### src/rtl/scl_pkg.sv
package scl_pkg;
  typedef enum logic {PH_LOW = 1'b0, PH_HIGH = 1'b1} scl_phase_e;

  // Fixed phase extensions, in sampling ticks
  localparam int unsigned LOW_EXT  = 7;
  localparam int unsigned HIGH_EXT = 5;
endpackage

### src/rtl/scl_cfg_shadow.sv
module scl_cfg_shadow #(
  parameter int unsigned PSC_W = 8,
  parameter int unsigned VAL_W = 8
) (
  input  logic               clk,
  input  logic               rst_n,
  input  logic               run,
  input  logic               reload,
  input  logic [PSC_W-1:0]   psc_in,
  input  logic [2*VAL_W-1:0] lo_word,
  input  logic [2*VAL_W-1:0] hi_word,
  input  logic               hs_sel,
  output logic [PSC_W-1:0]   psc_q,
  output logic [VAL_W-1:0]   lo_q,
  output logic [VAL_W-1:0]   hi_q
);
  logic [VAL_W-1:0] lo_pick, hi_pick;
  logic             capture;

  always_comb begin
    lo_pick = hs_sel ? lo_word[2*VAL_W-1:VAL_W] : lo_word[VAL_W-1:0];
    hi_pick = hs_sel ? hi_word[2*VAL_W-1:VAL_W] : hi_word[VAL_W-1:0];
    capture = !run || reload;
  end

  always_ff @(posedge clk or negedge rst_n) begin
    if (!rst_n) begin
      psc_q <= '0;
      lo_q  <= '0;
      hi_q  <= '0;
    end else if (capture) begin
      psc_q <= psc_in;
      lo_q  <= lo_pick;
      hi_q  <= hi_pick;
    end
  end

  // captured setting holds through a running period
  a_r5_shadow_hold: assert property (@(posedge clk) disable iff (!rst_n)
    (run && !reload) |=> ($stable(psc_q) && $stable(lo_q) && $stable(hi_q)));
endmodule

### src/rtl/scl_tick_div.sv
module scl_tick_div #(
  parameter int unsigned PSC_W = 8
) (
  input  logic             clk,
  input  logic             rst_n,
  input  logic             enable,
  input  logic             run,
  input  logic [PSC_W-1:0] div_val,
  output logic             tick
);
  logic [PSC_W-1:0] div_cnt;
  logic             wrap;

  assign wrap = (div_cnt == div_val);
  assign tick = run && wrap;

  always_ff @(posedge clk or negedge rst_n) begin
    if (!rst_n)          div_cnt <= '0;
    else if (!enable)    div_cnt <= '0;
    else if (!run || wrap) div_cnt <= '0;
    else                 div_cnt <= div_cnt + 1'b1;
  end

  // divider never runs past the captured prescale value
  a_r1_div_bound: assert property (@(posedge clk) disable iff (!rst_n)
    run |-> (div_cnt <= div_val));
endmodule

### src/rtl/scl_phase_ctr.sv
module scl_phase_ctr
  import scl_pkg::*;
#(
  parameter int unsigned VAL_W = 8,
  localparam int unsigned CNT_W = VAL_W + 1
) (
  input  logic             clk,
  input  logic             rst_n,
  input  logic             enable,
  input  logic             tick,
  input  logic [VAL_W-1:0] lo_val,
  input  logic [VAL_W-1:0] hi_val,
  output scl_phase_e       phase,
  output logic             low_end,
  output logic             high_end
);
  localparam logic [CNT_W-1:0] LO_LAST_ADJ = CNT_W'(LOW_EXT - 1);
  localparam logic [CNT_W-1:0] HI_LAST_ADJ = CNT_W'(HIGH_EXT - 1);

  logic [CNT_W-1:0] tick_cnt;
  logic [CNT_W-1:0] lo_last, hi_last;
  logic             at_last;

  always_comb begin
    lo_last  = {1'b0, lo_val} + LO_LAST_ADJ;
    hi_last  = {1'b0, hi_val} + HI_LAST_ADJ;
    at_last  = (phase == PH_LOW) ? (tick_cnt == lo_last) : (tick_cnt == hi_last);
    low_end  = tick && at_last && (phase == PH_LOW);
    high_end = tick && at_last && (phase == PH_HIGH);
  end

  always_ff @(posedge clk or negedge rst_n) begin
    if (!rst_n) begin
      phase    <= PH_LOW;
      tick_cnt <= '0;
    end else if (!enable) begin
      phase    <= PH_LOW;
      tick_cnt <= '0;
    end else if (tick) begin
      if (at_last) begin
        phase    <= (phase == PH_LOW) ? PH_HIGH : PH_LOW;
        tick_cnt <= '0;
      end else begin
        tick_cnt <= tick_cnt + 1'b1;
      end
    end
  end

  // strobes are exclusive and only on a tick
  a_r7_strobe_excl: assert property (@(posedge clk) disable iff (!rst_n)
    !(low_end && high_end));
  a_r7_strobe_on_tick: assert property (@(posedge clk) disable iff (!rst_n)
    (low_end || high_end) |-> tick);
endmodule

### src/rtl/scl_rate_gen.sv
module scl_rate_gen
  import scl_pkg::*;
#(
  parameter int unsigned PSC_W = 8,
  parameter int unsigned VAL_W = 8,
  localparam int unsigned WORD_W = 2 * VAL_W
) (
  input  logic              clk,
  input  logic              rst_n,
  input  logic              enable,
  input  logic [PSC_W-1:0]  psc,
  input  logic [WORD_W-1:0] scl_lo_time,
  input  logic [WORD_W-1:0] scl_hi_time,
  input  logic              hs_mode,
  output logic              tick,
  output logic              scl,
  output logic              low_end,
  output logic              high_end
);
  logic             run_q;
  logic [PSC_W-1:0] psc_sh;
  logic [VAL_W-1:0] lo_sh, hi_sh;
  scl_phase_e       phase;

  always_ff @(posedge clk or negedge rst_n) begin
    if (!rst_n) run_q <= 1'b0;
    else        run_q <= enable;
  end

  scl_cfg_shadow #(.PSC_W(PSC_W), .VAL_W(VAL_W)) u_shadow (
    .clk(clk), .rst_n(rst_n), .run(run_q), .reload(high_end),
    .psc_in(psc), .lo_word(scl_lo_time), .hi_word(scl_hi_time), .hs_sel(hs_mode),
    .psc_q(psc_sh), .lo_q(lo_sh), .hi_q(hi_sh)
  );

  scl_tick_div #(.PSC_W(PSC_W)) u_div (
    .clk(clk), .rst_n(rst_n), .enable(enable), .run(run_q),
    .div_val(psc_sh), .tick(tick)
  );

  scl_phase_ctr #(.VAL_W(VAL_W)) u_phase (
    .clk(clk), .rst_n(rst_n), .enable(enable), .tick(tick),
    .lo_val(lo_sh), .hi_val(hi_sh), .phase(phase),
    .low_end(low_end), .high_end(high_end)
  );

  assign scl = !run_q || (phase == PH_HIGH);

  // disabled generator parks SCL high with no ticks
  a_r6_idle_high: assert property (@(posedge clk) disable iff (!rst_n)
    !enable |=> (scl && !tick));
  // end of low releases SCL; end of high pulls it low again
  a_r7_low_end_rise: assert property (@(posedge clk) disable iff (!rst_n)
    low_end |=> scl);
  a_r7_high_end_fall: assert property (@(posedge clk) disable iff (!rst_n)
    (high_end && enable) |=> !scl);
endmodule

### config.mk
export PLATFORM = sky130hd
export DESIGN_NAME = scl_rate_gen
export DESIGN_NICKNAME = d
export VERILOG_FILES = /design/src/rtl/scl_pkg.sv /design/src/rtl/scl_cfg_shadow.sv /design/src/rtl/scl_tick_div.sv /design/src/rtl/scl_phase_ctr.sv /design/src/rtl/scl_rate_gen.sv
export SDC_FILE = /design/constraint.sdc
export NUM_CORES = 1
export LEC_CHECK = 0
export ABC_AREA = 1
export BUFFER_PORTS_ARGS = -buffer_cell sky130_fd_sc_hd__buf_4
export CAP_MARGIN = 15
export CORE_ASPECT_RATIO = 0.5
export CORE_UTILIZATION = 55
export DETAILED_ROUTE_END_ITERATION = 16
export GPL_TIMING_DRIVEN = 0
export PLACE_DENSITY = 0.87
export SETUP_SLACK_MARGIN = 0.15
export SLEW_MARGIN = 40
export SYNTH_ARGS = -nofsm -noshare
export SYNTH_HDL_FRONTEND = slang
export SYNTH_SLANG_ARGS = --single-unit
### constraint.sdc
create_clock -name clk -period 3.15 [get_ports clk]
set_input_delay 0.315 -clock clk [delete_from_list [all_inputs] [get_ports clk]]
set_output_delay 0.315 -clock clk [all_outputs]
set_load 0.02 [all_outputs]
==> flow_metrics.py <==
metrics = {
    "global_route": {
        "grt_pass1_vias": 2514,
        "track_usage_pct": 27.7,
        "overflow": 0,
        "antenna_found_initial": 0,
        "grt_pass1_wl_um": 10900,
        "grt_max_degree": 44,
    },
    "worst_setup_path": {
        "cpLargestDelayFamily": "simple AND/OR/NAND/NOR gates",
        "crit_chain": "ha_1 > nand2_1 > inv_1 > o21ai_0 > nand2_1 > nand2_1 > nand3_1 > inv_1 > nand4_1 > nor3b_1 > buf_4",
        "cp-start-kind": "register",
        "crit_path_frequent_cell": "nand2_1",
        "crit_slowest_cell": "dfrtp_1",
        "endpoint_kind": "output port",
        "setup.worst_path.class": "register to output port",
        "r2r_slack_ns": 0.77,
        "crit_required_ns": 2.83,
        "crit_path_max_fanout": 7,
        "crit_buf_inv": 3,
        "max_stage_delay_ns": 0.48,
        "cp.arrival_ns": 2.43,
    },
    "clock_network": {
        "htreeDepth": 2,
        "cts_made_buffers": 5,
        "worstSkewPairLatency_ns": 0.30,
        "clockBufferDepth": 2,
        "cts_resized": 0,
        "root_buffer": "clkbuf_8",
        "clk_pin_slew_worst_paths_ns": 0.08,
        "post_cts_buffers": 0,
        "ctsHoldBuffers": 0,
        "cts_tree": "done",
        "cts_sinks": 43,
    },
    "timing": {
        "max_slew.worst_pin.slew_ns": 0.579,
        "fmax_ghz": 0.364,
        "finClkSkew_ns": 0.00450,
        "rsz0062_at_grt": "false",
        "finalSetupViolCount": 0,
        "final_hold_viol_count": 15,
        "finalMaxSlewViolations": 0,
        "timing.slew.headroom_pct": 61.1,
        "hold_slack_ns": -0.0158,
        "post-route-min-period_ns": 2.75,
        "fin_tns_setup_ns": 0,
        "finalCritPeriodShare_pct": 87.2,
    },
    "placement": {
        "place.gp.congestion": 0.900,
        "port_buffers": 46,
        "dpl.hpwl_um": 5030,
    },
    "floorplan": {
        "initial_utilization_pct": 59.5,
        "core_area_um2": 4570,
        "die_w_um": 101,
        "fp-row-count": 17,
        "io_pins": 48,
        "die_h_um": 51.7,
        "die-area_um2": 5250,
    },
    "routing": {
        "ant_nets": 0,
        "vias_per_cell": 5.33,
        "wirelength_um": 6440,
        "first_pass_iters": 4,
        "route.detailed.drc": 0,
        "wire_per_inst_um": 13.5,
        "drtIter0Drc": 181,
        "via_count": 2548,
    },
    "final_layout": {
        "fillers": 363,
        "antennaDiodeCount": 0,
        "synthToLayoutAreaGrowth_pct": 18.9,
        "final_nets": 459,
        "fin_util_pct": 70.7,
        "drive_above_1_share_pct": 21.1,
    },
    "power": {
        "p_sw_uw": 402,
        "power.share.sequential_pct": 49.3,
        "peakVddDrop_mv": 0.275,
        "p_sw_share_pct": 31.4,
        "power_frac_comb_pct": 23.4,
        "powerDensity_nw_per_um2": 396,
        "p_int_uw": 877,
        "clkPwrFrac_pct": 27.3,
        "leakage_uw": 0.00165,
    },
    "synth": {
        "ys_dominant_reg_cell": "dfrtp_1",
        "synthCells": 358,
        "synth-edff-count": 0,
        "synth_cell_types": 31,
        "seq_area_frac_synth_pct": 39.6,
        "syn_area_um2": 2720,
        "ys_ff_latch": 43,
        "synth_nets": 406,
        "yosysWarnings": 0,
        "synth.avg_cell_area_um2": 7.60,
        "async_reset_ff_share_pct": 100,
    },
    "worst_hold_path": {
        "hp-class": "primary input to async pin",
    },
    "run_status": {
        "violations": "hold timing",
        "status": "finished with violations",
    },
    "job": {
        "drv_cap": 0,
    },
}
==> stage by stage <==
stage | worst slack, ns | std cells | power [uW] | area, um2 | hold WS (ns)
after floorplan | 0.949 | 358 | 830 | 2720 | 0.0194
final | 0.403 | 478 | 1280 | 3230 | -0.0158
after global placement | 0.885 | 470 | 918 | 3150 | 0.322
after detailed placement | 0.801 | 470 | 937 | 3150 | 0.337
after CTS | 0.471 | 478 | 1280 | 3230 | 0.0116
after global routing | 0.286 | 478 | 1350 | 3230 | 0.0289
==> cell families (layout without fill, tap and decap cells) <==
group / Yosys count / after routing / synth area share [%]
AOI/OAI and AO/OA: 12 / 12 / 2.44
xor gates and xnor gates: 17 / 17 / 5.47
adders and majority gates: 4 / 4 / 1.84
buffers and inverters: 42 / 96 / 6.99
DFF: 43 / 43 / 39.6
muxes: 16 / 16 / 6.62
and+or+nand+nor: 224 / 224 / 37.1
==> power groups by stage <==
stage / clock network, uW / logic [uW] / registers, uW
final: 350 / 299 / 631
after global placement: 0 / 281 / 637
after floorplan: 0 / 202 / 628
after detailed placement: 0 / 296 / 640
after CTS: 352 / 298 / 630
after global routing: 373 / 338 / 635
==> worst reg2reg max path: stages, from the launching register on <==
cell and delay (ns):
dfrtp_1 0.48, ha_1 0.28, nand2_1 0.08, inv_1 0.05
o21ai_0 0.30, nand2_1 0.09, nand2_1 0.06, nand3_1 0.15
nor2_4 0.18, nand4_4 0.16, buf_2 0.25, nand3_1 0.11
nand2_1 0.07
==> placed cells by master (no fill, tap or decap), drive strengths merged <==
cell,netlist,layout
and3,1,1
buf,8,54
mux2,16,16
and2,1,1
ha,4,4
clkbuf,3,9
nand3b,5,5
inv,31,31
nor3,4,4
a21oi,4,4
xor2,7,7
nor3b,2,2
xnor2,10,10
nor2,29,29
nand2,122,122
nand3,55,55
nand4,5,5
a31oi,1,1
dfrtp,43,43
clkinvlp,0,1
o21bai,2,2
o21ai,5,5
clkinv,0,1
==> per-layer routing <==
layer	global-route usage (%)	share of wire, %	up-vias
met1	34.2	44	1209
met3	5.24	4.9	10
met5	0	0	-
li1	-	-	1261
met2	48.0	50	68
met4	12.3	1.4	0
==> worst paths after layout <==
check                                             endpoint                    startpoint  cells past startpoint
setup / recovery                                   low_end  u_shadow.hi_q[2]$_DFFE_PN0P_                     11
hold / removal             u_phase.tick_cnt[1]$_DFFE_PN0P_                         rst_n                      1
setup reg to reg              u_shadow.hi_q[5]$_DFFE_PN0P_  u_shadow.hi_q[2]$_DFFE_PN0P_                     12
hold reg to reg                 u_div.div_cnt[0]$_DFF_PN0_    u_div.div_cnt[0]$_DFF_PN0_                      1
max in group asynchronous     u_shadow.hi_q[7]$_DFFE_PN0P_                         rst_n                      1
min in group clk                           run_q$_DFF_PN0_                        enable                      1
==> state kept, by name (all words and copies together), names as in the netlist <==
signal,count
u_shadow.hi_q,8
u_phase.tick_cnt,9
u_phase.phase,1
run_q,1
u_shadow.lo_q,8
u_shadow.psc_q,8
u_div.div_cnt,8
==> area by class of cell <==
type,instances,area (um2),share of cell area (%)
buffer,11,73.8,2.28
clock buffer,6,72.6,2.24
clock inverter,2,12.5,0.387
inverter,31,116,3.60
multi-input combinational,273,1450,45.0
sequential,43,1080,33.3
tap,66,82.6,2.55
timing repair buffer,46,345,10.7
==> synth_stat cells, types with 3 or more instances <==
| cell type | n | area (um2) |
|---|---|---|
| o21ai_0 | 4 | 20.0 |
| clkbuf_1 | 3 | 11.3 |
| nor2_1 | 25 | 93.8 |
| dfrtp_1 | 43 | 1080 |
| nand3_1 | 53 | 265 |
| inv_1 | 28 | 105 |
| nor3_1 | 4 | 20.0 |
| mux2_2 | 16 | 180 |
| xor2_1 | 7 | 61.3 |
| nand3b_1 | 5 | 37.5 |
| a21oi_1 | 4 | 20.0 |
| ha_1 | 4 | 50.1 |
| buf_6 | 4 | 45.0 |
| nor2_2 | 3 | 18.8 |
| xnor2_1 | 10 | 87.6 |
| inv_2 | 3 | 11.3 |
| nand2_1 | 120 | 450 |
| nand4_1 | 4 | 25.0 |
No activity file was read; power rests on OpenSTA's default activity.
